<file path="config.mk">
export PLATFORM = sky130hd
export DESIGN_NAME = sysctl_regbank
export DESIGN_NICKNAME = d
export VERILOG_FILES = /design/src/rtl/sysctl_pkg.sv /design/src/rtl/sysctl_bank_pair.sv /design/src/rtl/sysctl_region_file.sv /design/src/rtl/sysctl_maint_cmd.sv /design/src/rtl/sysctl_regbank.sv
export SDC_FILE = /design/constraint.sdc
export NUM_CORES = 1
export LEC_CHECK = 0
export ABC_AREA = 0
export BUFFER_PORTS_ARGS = -buffer_cell sky130_fd_sc_hd__buf_2
export CAP_MARGIN = 20
export CORE_MARGIN = 5
export CORE_UTILIZATION = 37
export DETAILED_ROUTE_END_ITERATION = 8
export HOLD_SLACK_MARGIN = 0.02
export PLACE_DENSITY_LB_ADDON = 0.1
export SETUP_SLACK_MARGIN = 0.2
export SYNTH_ARGS = -nofsm -noshare
export SYNTH_HDL_FRONTEND = slang
export SYNTH_HIERARCHICAL = 1
export SYNTH_SLANG_ARGS = --single-unit
</file>
<file path="constraint.sdc">
create_clock -name clk -period 1.85 [get_ports clk]
set_input_delay 0.0925 -clock clk [delete_from_list [all_inputs] [get_ports clk]]
set_output_delay 0.0925 -clock clk [all_outputs]
set_load 0.005 [all_outputs]
</file>
<file path="src/rtl/sysctl_pkg.sv">
`timescale 1ns/1ps
package sysctl_pkg;
  localparam int unsigned WORD_W = 32;
  localparam int unsigned RNUM_W = 4;

  localparam logic [RNUM_W-1:0] RN_IDENT  = 4'd0;
  localparam logic [RNUM_W-1:0] RN_CTRL   = 4'd1;
  localparam logic [RNUM_W-1:0] RN_CACHEN = 4'd2;
  localparam logic [RNUM_W-1:0] RN_BUFF   = 4'd3;
  localparam logic [RNUM_W-1:0] RN_PERM   = 4'd5;
  localparam logic [RNUM_W-1:0] RN_REGION = 4'd6;
  localparam logic [RNUM_W-1:0] RN_MAINT  = 4'd7;
  localparam logic [RNUM_W-1:0] RN_LOCK   = 4'd9;
  localparam logic [RNUM_W-1:0] RN_TEST   = 4'd15;

  typedef enum logic [2:0] {
    OP_D_FLUSH_ALL   = 3'd0,
    OP_D_FLUSH_LINE  = 3'd1,
    OP_D_CLEAN_LINE  = 3'd2,
    OP_D_CLEAN_FLUSH = 3'd3,
    OP_I_FLUSH_ALL   = 3'd4,
    OP_I_FLUSH_LINE  = 3'd5,
    OP_I_PREFETCH    = 3'd6,
    OP_WB_DRAIN      = 3'd7
  } maint_op_e;

  localparam int unsigned BASE_LSB = 12;
  localparam int unsigned SIZE_MSB = 5;

  // Keeps base [31:12], size [5:1] and enable [0]
  function automatic logic [WORD_W-1:0] region_pack(input logic [WORD_W-1:0] w);
    logic [WORD_W-1:0] keep;
    keep = '0;
    for (int b = 0; b < WORD_W; b++)
      keep[b] = (b >= BASE_LSB) || (b <= SIZE_MSB);
    return w & keep;
  endfunction

  function automatic maint_op_e maint_op_of(input logic side, input logic [1:0] lo);
    return maint_op_e'({side, lo});
  endfunction

  function automatic logic [WORD_W-1:0] line_addr(input logic [WORD_W-1:0] w);
    return {w[WORD_W-1:2], 2'b00};
  endfunction
endpackage

</file>
<file path="src/rtl/sysctl_bank_pair.sv">
`timescale 1ns/1ps
module sysctl_bank_pair #(
  parameter int unsigned W = 32
) (
  input  logic         clk,
  input  logic         rst_n,
  input  logic         wr_en,
  input  logic         side,
  input  logic [W-1:0] wdata,
  output logic [W-1:0] rd_q
);
  logic [W-1:0] copy_q [2];

  for (genvar s = 0; s < 2; s++) begin : g_copy
    always_ff @(posedge clk or negedge rst_n) begin
      if (!rst_n)
        copy_q[s] <= '0;
      else if (wr_en && (side == s[0]))
        copy_q[s] <= wdata;
    end
  end

  assign rd_q = copy_q[side];
endmodule

</file>
<file path="src/rtl/sysctl_region_file.sv">
`timescale 1ns/1ps
module sysctl_region_file
  import sysctl_pkg::*;
#(
  parameter int unsigned NUM_REGIONS = 8,
  localparam int unsigned IDX_W = (NUM_REGIONS > 1) ? $clog2(NUM_REGIONS) : 1
) (
  input  logic              clk,
  input  logic              rst_n,
  input  logic              wr_en,
  input  logic              side,
  input  logic [IDX_W-1:0]  idx,
  input  logic [WORD_W-1:0] wdata,
  output logic [WORD_W-1:0] rd_entry
);
  logic [WORD_W-1:0] ent_q [2][NUM_REGIONS];
  logic [WORD_W-1:0] packed_w;

  assign packed_w = region_pack(wdata);

  for (genvar s = 0; s < 2; s++) begin : g_side
    for (genvar r = 0; r < NUM_REGIONS; r++) begin : g_ent
      always_ff @(posedge clk or negedge rst_n) begin
        if (!rst_n)
          ent_q[s][r] <= '0;
        else if (wr_en && (side == s[0]) && (idx == r[IDX_W-1:0]))
          ent_q[s][r] <= packed_w;
      end
    end
  end

  always_comb begin
    rd_entry = '0;
    for (int r = 0; r < NUM_REGIONS; r++)
      if (idx == r[IDX_W-1:0]) rd_entry = ent_q[side][r];
  end
endmodule

</file>
<file path="src/rtl/sysctl_maint_cmd.sv">
`timescale 1ns/1ps
module sysctl_maint_cmd
  import sysctl_pkg::*;
(
  input  logic              clk,
  input  logic              rst_n,
  input  logic              fire,
  input  logic              side,
  input  logic [WORD_W-1:0] wdata,
  output logic              cmd_valid,
  output logic [2:0]        cmd_op,
  output logic [WORD_W-1:0] cmd_addr
);
  maint_op_e op_q;

  always_ff @(posedge clk or negedge rst_n) begin
    if (!rst_n) begin
      cmd_valid <= 1'b0;
      op_q      <= OP_D_FLUSH_ALL;
      cmd_addr  <= '0;
    end else begin
      cmd_valid <= fire;
      if (fire) begin
        op_q     <= maint_op_of(side, wdata[1:0]);
        cmd_addr <= line_addr(wdata);
      end
    end
  end

  assign cmd_op = op_q;
endmodule

</file>
<file path="src/rtl/sysctl_regbank.sv">
`timescale 1ns/1ps
module sysctl_regbank
  import sysctl_pkg::*;
#(
  parameter logic [31:0] ID_VALUE    = 32'h5A10_0001,
  parameter logic [31:0] CFG_VALUE   = 32'h0000_2424,
  parameter int unsigned NUM_REGIONS = 8,
  localparam int unsigned IDX_W = (NUM_REGIONS > 1) ? $clog2(NUM_REGIONS) : 1
) (
  input  logic             clk,
  input  logic             rst_n,
  input  logic             acc_en,
  input  logic             acc_wr,
  input  logic [3:0]       reg_num,
  input  logic             side_sel,
  input  logic [IDX_W-1:0] region_idx,
  input  logic [31:0]      wdata,
  output logic [31:0]      rdata,
  output logic             cmd_valid,
  output logic [2:0]       cmd_op,
  output logic [31:0]      cmd_addr
);
  // Named internal events
  logic wr_hit;
  logic wr_ctrl, wr_buff, wr_test;
  logic wr_cachen, wr_perm, wr_lock;
  logic wr_region, maint_fire;

  assign wr_hit = acc_en && acc_wr;

  always_comb begin
    wr_ctrl    = 1'b0;
    wr_buff    = 1'b0;
    wr_test    = 1'b0;
    wr_cachen  = 1'b0;
    wr_perm    = 1'b0;
    wr_lock    = 1'b0;
    wr_region  = 1'b0;
    maint_fire = 1'b0;
    if (wr_hit) begin
      case (reg_num)
        RN_CTRL:   wr_ctrl    = 1'b1;
        RN_BUFF:   wr_buff    = 1'b1;
        RN_TEST:   wr_test    = 1'b1;
        RN_CACHEN: wr_cachen  = 1'b1;
        RN_PERM:   wr_perm    = 1'b1;
        RN_LOCK:   wr_lock    = 1'b1;
        RN_REGION: wr_region  = 1'b1;
        RN_MAINT:  maint_fire = 1'b1;
        default:   ;
      endcase
    end
  end

  // Unbanked words
  logic [31:0] ctrl_q, buff_q, test_q;

  always_ff @(posedge clk or negedge rst_n) begin
    if (!rst_n) begin
      ctrl_q <= '0;
      buff_q <= '0;
      test_q <= '0;
    end else begin
      if (wr_ctrl) ctrl_q <= wdata;
      if (wr_buff) buff_q <= wdata;
      if (wr_test) test_q <= wdata;
    end
  end

  // Banked words: cache enable, permission, lockdown
  localparam int unsigned NUM_PAIRS = 3;
  logic [NUM_PAIRS-1:0] pair_wr;
  logic [31:0]          pair_rd [NUM_PAIRS];

  assign pair_wr = {wr_lock, wr_perm, wr_cachen};

  for (genvar p = 0; p < NUM_PAIRS; p++) begin : g_pair
    sysctl_bank_pair #(.W(WORD_W)) u_pair (
      .clk   (clk),
      .rst_n (rst_n),
      .wr_en (pair_wr[p]),
      .side  (side_sel),
      .wdata (wdata),
      .rd_q  (pair_rd[p])
    );
  end

  logic [31:0] region_rd;

  sysctl_region_file #(.NUM_REGIONS(NUM_REGIONS)) u_regions (
    .clk      (clk),
    .rst_n    (rst_n),
    .wr_en    (wr_region),
    .side     (side_sel),
    .idx      (region_idx),
    .wdata    (wdata),
    .rd_entry (region_rd)
  );

  sysctl_maint_cmd u_maint (
    .clk       (clk),
    .rst_n     (rst_n),
    .fire      (maint_fire),
    .side      (side_sel),
    .wdata     (wdata),
    .cmd_valid (cmd_valid),
    .cmd_op    (cmd_op),
    .cmd_addr  (cmd_addr)
  );

  always_comb begin
    case (reg_num)
      RN_IDENT:  rdata = side_sel ? CFG_VALUE : ID_VALUE;
      RN_CTRL:   rdata = ctrl_q;
      RN_BUFF:   rdata = buff_q;
      RN_TEST:   rdata = test_q;
      RN_CACHEN: rdata = pair_rd[0];
      RN_PERM:   rdata = pair_rd[1];
      RN_LOCK:   rdata = pair_rd[2];
      RN_REGION: rdata = region_rd;
      default:   rdata = '0;
    endcase
  end
endmodule

</file>
* Word level (Yosys, flattened, before mapping) *
Cells that the tools add are included.

word-level totals
  memory bits (writable) = 0
  bits in read-only memories = 0
  flip-flop bits (word level) = 738
  word-level logic and storage cells = 111
  output and inout port bits = 68
  input bits = 44
  memories kept = 0
  latch bits = 0

operators by class
  mux-type cells = 38
  reduce and logical (&&, ||, !) cells = 27
  order comparisons = 1
  bitwise logic cells = 2
  eq/ne operators = 15
  multiply operators = 0
  $add $sub $neg = 0
  divide/modulo/power cells = 0
  shifts and indexed selects = 0

operators by type and width
  kind                                                 count
  two-way mux 256 bit                                  3
  two-way mux 32 bit                                   17
  one-hot mux 32 bit (8 select lines)                  1
  two-way mux 31 bit                                   1
  logical AND 1 bit                                    25
  two-way mux 1 bit                                    16
  equality test 3 bit, second input constant           4
  equality test 4 x 3 -> 1 bit, second input constant  3
  equality test 4 x 2 -> 1 bit, second input constant  2
  equality test 4 bit, second input constant           2
  equality test 3 x 2 -> 1 bit, second input constant  2
  equality test 4 x 1 -> 1 bit, second input constant  1
  logical NOT 4 bit                                    1
  equality test 3 x 1 -> 1 bit, second input constant  1
  logical NOT 3 bit                                    1
  >= comparator 2 bit, second input constant           1
  NOT 1 -> 2 bit                                       1
  NOT 1 bit                                            1

* Depth between registers and ports, before layout *
  word-level depth = 13
  depth in mapped cells = 12
  depth with buffers taken out = 8

* Cells and area by module *
Netlist, hierarchy kept.

by module, submodules not included
  module              instances  cells each  area each (sq um)  sequential area each (sq um)
  sysctl_region_file  1          1,471       19,703.9           10,410.0
  sysctl_bank_pair    3          173         2,776.4            1,601.5
  sysctl_regbank      1          464         5,579.1            2,402.3
  sysctl_maint_cmd    1          74          1,425.1            850.8

* Least setup slack after synthesis *
Ideal clock, no wire load.

  kind = input port to flip-flop
  start = input reg_num[2]
  end = register u_regions/ent_q[101] (netlist name)
  stages = 12
  data arrival time = 2,046 ps
  data required time = 1,725 ps
  slack = -321 ps
  path buffers = 6
  path through = buf_2 > and2b_1 > clkbuf_1 > nand3_1 > nor2_1 > buf_2 > and2_1 > buf_6 > and3_1 > buf_4 > buf_6 > mux2_4

between the ends
  cells in the longest elaborated chain, start to end = 5

ends and longest elaborated chain
  item                             line                      text
  from (decl)                      sysctl_regbank.sv:14      input logic [3:0] reg_num,
  equality test 4 x 3 -> 1 bit     sysctl_regbank.sv:41      case (reg_num)
  two-way mux 1 bit                sysctl_regbank.sv:41
  two-way mux 1 bit                sysctl_regbank.sv:40      if (wr_hit) begin
  net wr_region                    sysctl_regbank.sv:27      logic wr_region, maint_fire;
  logical AND 1 bit (2 in series)  sysctl_region_file.sv:26  else if (wr_en && (side == s[0]) && (idx == r[IDX_W-1:0]))
  to (signal, indexed assignment)  sysctl_region_file.sv:27  ent_q[s][r] <= packed_w;
  to (decl)                        sysctl_region_file.sv:16  logic [WORD_W-1:0] ent_q [2][NUM_REGIONS];

The timed path passes the listed nets, and every way through them passes these cells.
A chain may end at the register's enable or synchronous reset.

* Final worst setup path *
  start = register u_regions/ent_q[511] (netlist name)
  end = output rdata[31]

between the ends
  cells in the longest elaborated chain, start to end = 12

ends and longest elaborated chain
  item                                                     line                      text
  two-way mux 256 bit (not written as such) (2 in series)  sysctl_region_file.sv:35  if (idx == r[IDX_W-1:0]) rd_entry = ent_q[side][r];
  two-way mux 256 bit                                      n/a
  two-way mux 32 bit (8 in series)                         sysctl_region_file.sv:35
  net region_rd[31]                                        sysctl_regbank.sv:88      logic [31:0] region_rd;
  one-hot mux 32 bit (8 select lines)                      sysctl_regbank.sv:112     case (reg_num)
  to (decl)                                                sysctl_regbank.sv:18      output logic [31:0] rdata,

The timed path passes the listed nets, and every way through them passes these cells. The select of a mux whose other input is x is not followed.

==> run metrics <==
status=complete, but fails checks; failing checks=negative setup slack; R2R Setup Slk=0.93 ns; Critical Path RT=1.76 ns; Pleak=20.57 nW; Reg-to-Reg Start=u_regions/ent_q[320]; CP startpoint=u_regions/ent_q[511]; die height=317.7 um; met2 Use GR=33.71%; Initial Utilization=37.43%; DRC=0; total negative slack=-25.74 ns; actual slew at the worst max-slew pin=0.6912 ns; endpoints failing hold=0; Layout Skew=0 ns; clock root buffer=clkbuf_16; grt ovf=0; NumNets Final=2832; unrepaired setup endpoints after global routing=yes; vias in the first global route=24330; Die W=317.7 um; Max-Cap Viols=0; total CTS buffers=84; final WL=101.3 mm; core footprint=0.09361 mm^2; largest net degree at the start of global routing=87; met3 track demand over resource=3.101%; Worst-Skew Late Latency=0.63 ns; worst vdd ir=702.9 uV; worst hold slack=0.07686 ns; Finished Cell Area=0.04278 mm^2; Syn Inst Count=2528; Vias per Instance=5.355; multi-input gate area in the final layout=0.01623 mm^2; RR Endpoint=u_regions/ent_q[320]; synth unique cells=55; worst-path fanout max=2; drt wl/cell=24.68 um; Storage cell area=0.01847 mm^2; postcts setup bufs=0; initial antenna violation count=4; FF-to-FF path depth=2; pwr dens=929.5 mW/mm^2; Worst Setup End Kind=output pin; Longest Clk Path Bufs=3; grt peak-use layer=met2; Setup-failing EPs final=32; Die ar.=0.1009 mm^2; fillcell total=8453; Tmin final=3.077 ns; Hold WC Path Type=in -> reg; Synth Flop Type=dfrtp_1; Worst setup SP type=register; Routed Antenna Nets=0; worst endpoint data arrival time=2.98 ns; crit path to=rdata[31]; slew margin rel.=53.92%; Global Route met1 Usage=26.91%; WS Path Type=reg -> out; period utilisation layout=166.3%; Max Fclk=0.3250 GHz; YS warnings=6; area delta synth->final=22.09%; All-Layer GR Usage=19.78%; total number of vias=21990; EDFF count, synth=0; #FFs+latches synth=738; clk slew on worst S/H paths=0.06 ns; share of post-route cells with drive strength above 1=52.39%; number of port buffers=109; Synth async-reset ratio=100.0%; pins over their slew limit=0; Final Worst Setup Slack=-1.227 ns; TritonRoute pass-1 iters=6; H-tree level count=3; total power=39.76 mW; share of the yosys chip area belonging to registers=52.71%; first-pass GRT wire length=156.1 mm; CTS sink count=738; clock tree from TritonCTS=built; syn_area_per_cell=13.86 um^2; IO Pins=112; 1st-iter DRT viols=1125; row count=112; Placed Area=0.03923 mm^2; Post-Syn Area=0.03504 mm^2; DP HPWL=66.11 mm; GP Congestion=0.8015
==> metrics by stage <==
step	worst slack (ns)	instances	util, %
finish	-1.227	4106	45.70
global route	-1.302	4104	45.69
CTS	-1.201	4104	45.51
detailed placement	-1.013	3948	41.91
global placement	-1.050	3948	41.91
floorplan	-0.03379	2534	-
==> sequential cells by signal, summed over array words and instances, names as in the netlist <==
signal,cells
buff_q,32
ctrl_q,32
g_pair.u_pair/copy_q,192
test_q,32
u_maint/cmd_addr,30
u_maint/cmd_op,3
u_maint/cmd_valid,1
u_regions/ent_q,416
==> kinds of logic after synthesis <==
kind of cell           Yosys count  synth area share, %
AO/OA/AOI/OAI                  394                7.349
buffers and inverters          216                3.732
flip-flops                     738                52.71
multiplexers                  1022                33.44
other                            2              0.02143
AND/OR/NAND/NOR                156                2.746
==> worst min-delay path by stage <==
stage                   from                          end  depth (start not counted)  slack, ns
finish              wdata[2]          u_maint/cmd_addr[2]                          2       0.08
global route          acc_en            u_maint/cmd_valid                          5       0.07
CTS                 wdata[2]          u_maint/cmd_addr[2]                          2       0.03
detailed placement     rst_n                   ctrl_q[15]                          1       0.07
global placement       rst_n  g_pair[0].u_pair/copy_q[47]                          1       0.07
floorplan              rst_n                    buff_q[0]                          0      -0.20
==> final cells by class <==
cell class,instances,share of cell area (%)
sequential,738,43.17
multi-input combinational,1580,37.93
timing repair buffer,384,8.786
clock buffer,125,5.771
tap,1254,3.668
clock inverter,23,0.6639
antenna,2,0.01170
==> synthesized netlist by cell type, types with 3 or more instances <==
library cell	n	area share, %
buf_2	61	0.87
a22o_1	12	0.30
clkbuf_1	82	0.88
nand2b_1	10	0.18
a211oi_1	26	0.56
mux2_4	110	4.7
a21oi_1	8	0.11
nor2_1	22	0.24
o21ai_0	150	2.1
and2_1	29	0.52
nand3_1	3	0.043
nand2_1	13	0.14
mux2_1	11	0.35
buf_4	41	0.88
o22ai_1	50	0.89
nor3_1	3	0.043
mux2i_1	163	4.7
and3_1	5	0.089
o21ai_1	7	0.10
buf_12	6	0.34
o22a_1	7	0.17
buf_6	22	0.71
dfrtp_1	738	53
nor2_4	4	0.13
a22oi_1	74	1.6
nor2_2	5	0.089
o221ai_1	5	0.12
nand2_2	3	0.054
mux2_2	738	24
a211o_1	23	0.57
nor2b_1	37	0.66
or3_1	4	0.071
clkbuf_2	3	0.043
a221oi_1	26	0.65
==> per-layer routing <==
layer  wire, um  share of wire, %  vias up
met4       1627               1.6        4
met2      49800                49      328
met5         22             0.022        -
met1      46380                46    11730
li1           -                 -     9809
met3       3496               3.5      119
==> cell usage in the layout (no fill, tap or decap), types with 11 or more instances in the layout <==
master     synthesis  layout
o22ai_1           50      25
mux2_2           738     694
dfrtp_1          738     738
buf_4             41     179
o21ai_2            0      18
a211oi_1          26      26
a22oi_2            0      24
a211o_1           23      23
buf_12             6      88
a22o_1            12      12
clkbuf_16          0      86
clkbuf_1          82      22
mux2i_1          163     163
o21ai_1            7      39
and2_1            29      29
a221oi_2           0      24
a22oi_1           74      50
mux2_4           110     155
o22ai_2            0      11
clkbuf_8           0      17
o21ai_0          150     100
clkinv_2           0      12
o22ai_4            0      14
nor2_1            22      18
buf_2             61     106
nor2b_1           37      30
==> critical path, stage by stage (launching register included) <==
cell	delay (ns)
dfrtp_1	0.39
mux2_4	0.28
o21ai_1	0.11
o21ai_1	0.10
a221oi_2	0.44
buf_4	0.20
o22ai_4	0.07
a22oi_2	0.16
o22ai_2	0.09
a211o_1	0.35
buf_2	0.16
==> timing repair <==
item	CTS	global route
pin swaps	66	34
endpoints found under the setup margin	32	32
hold buffers	8	0
hold endpoints to repair	697	0
gates resized for setup	105	35
==> power by group <==
| part | total [mW] | leakage (nW) | internal, mW | switching (mW) |
|---|---|---|---|---|
| sequential | 18.2 | 9.99 | 17.5 | 0.700 |
| combinational | 4.93 | 9.23 | 2.60 | 2.34 |
| clock | 16.6 | 1.36 | 9.91 | 6.72 |
Power figures use the tool's default switching activity.
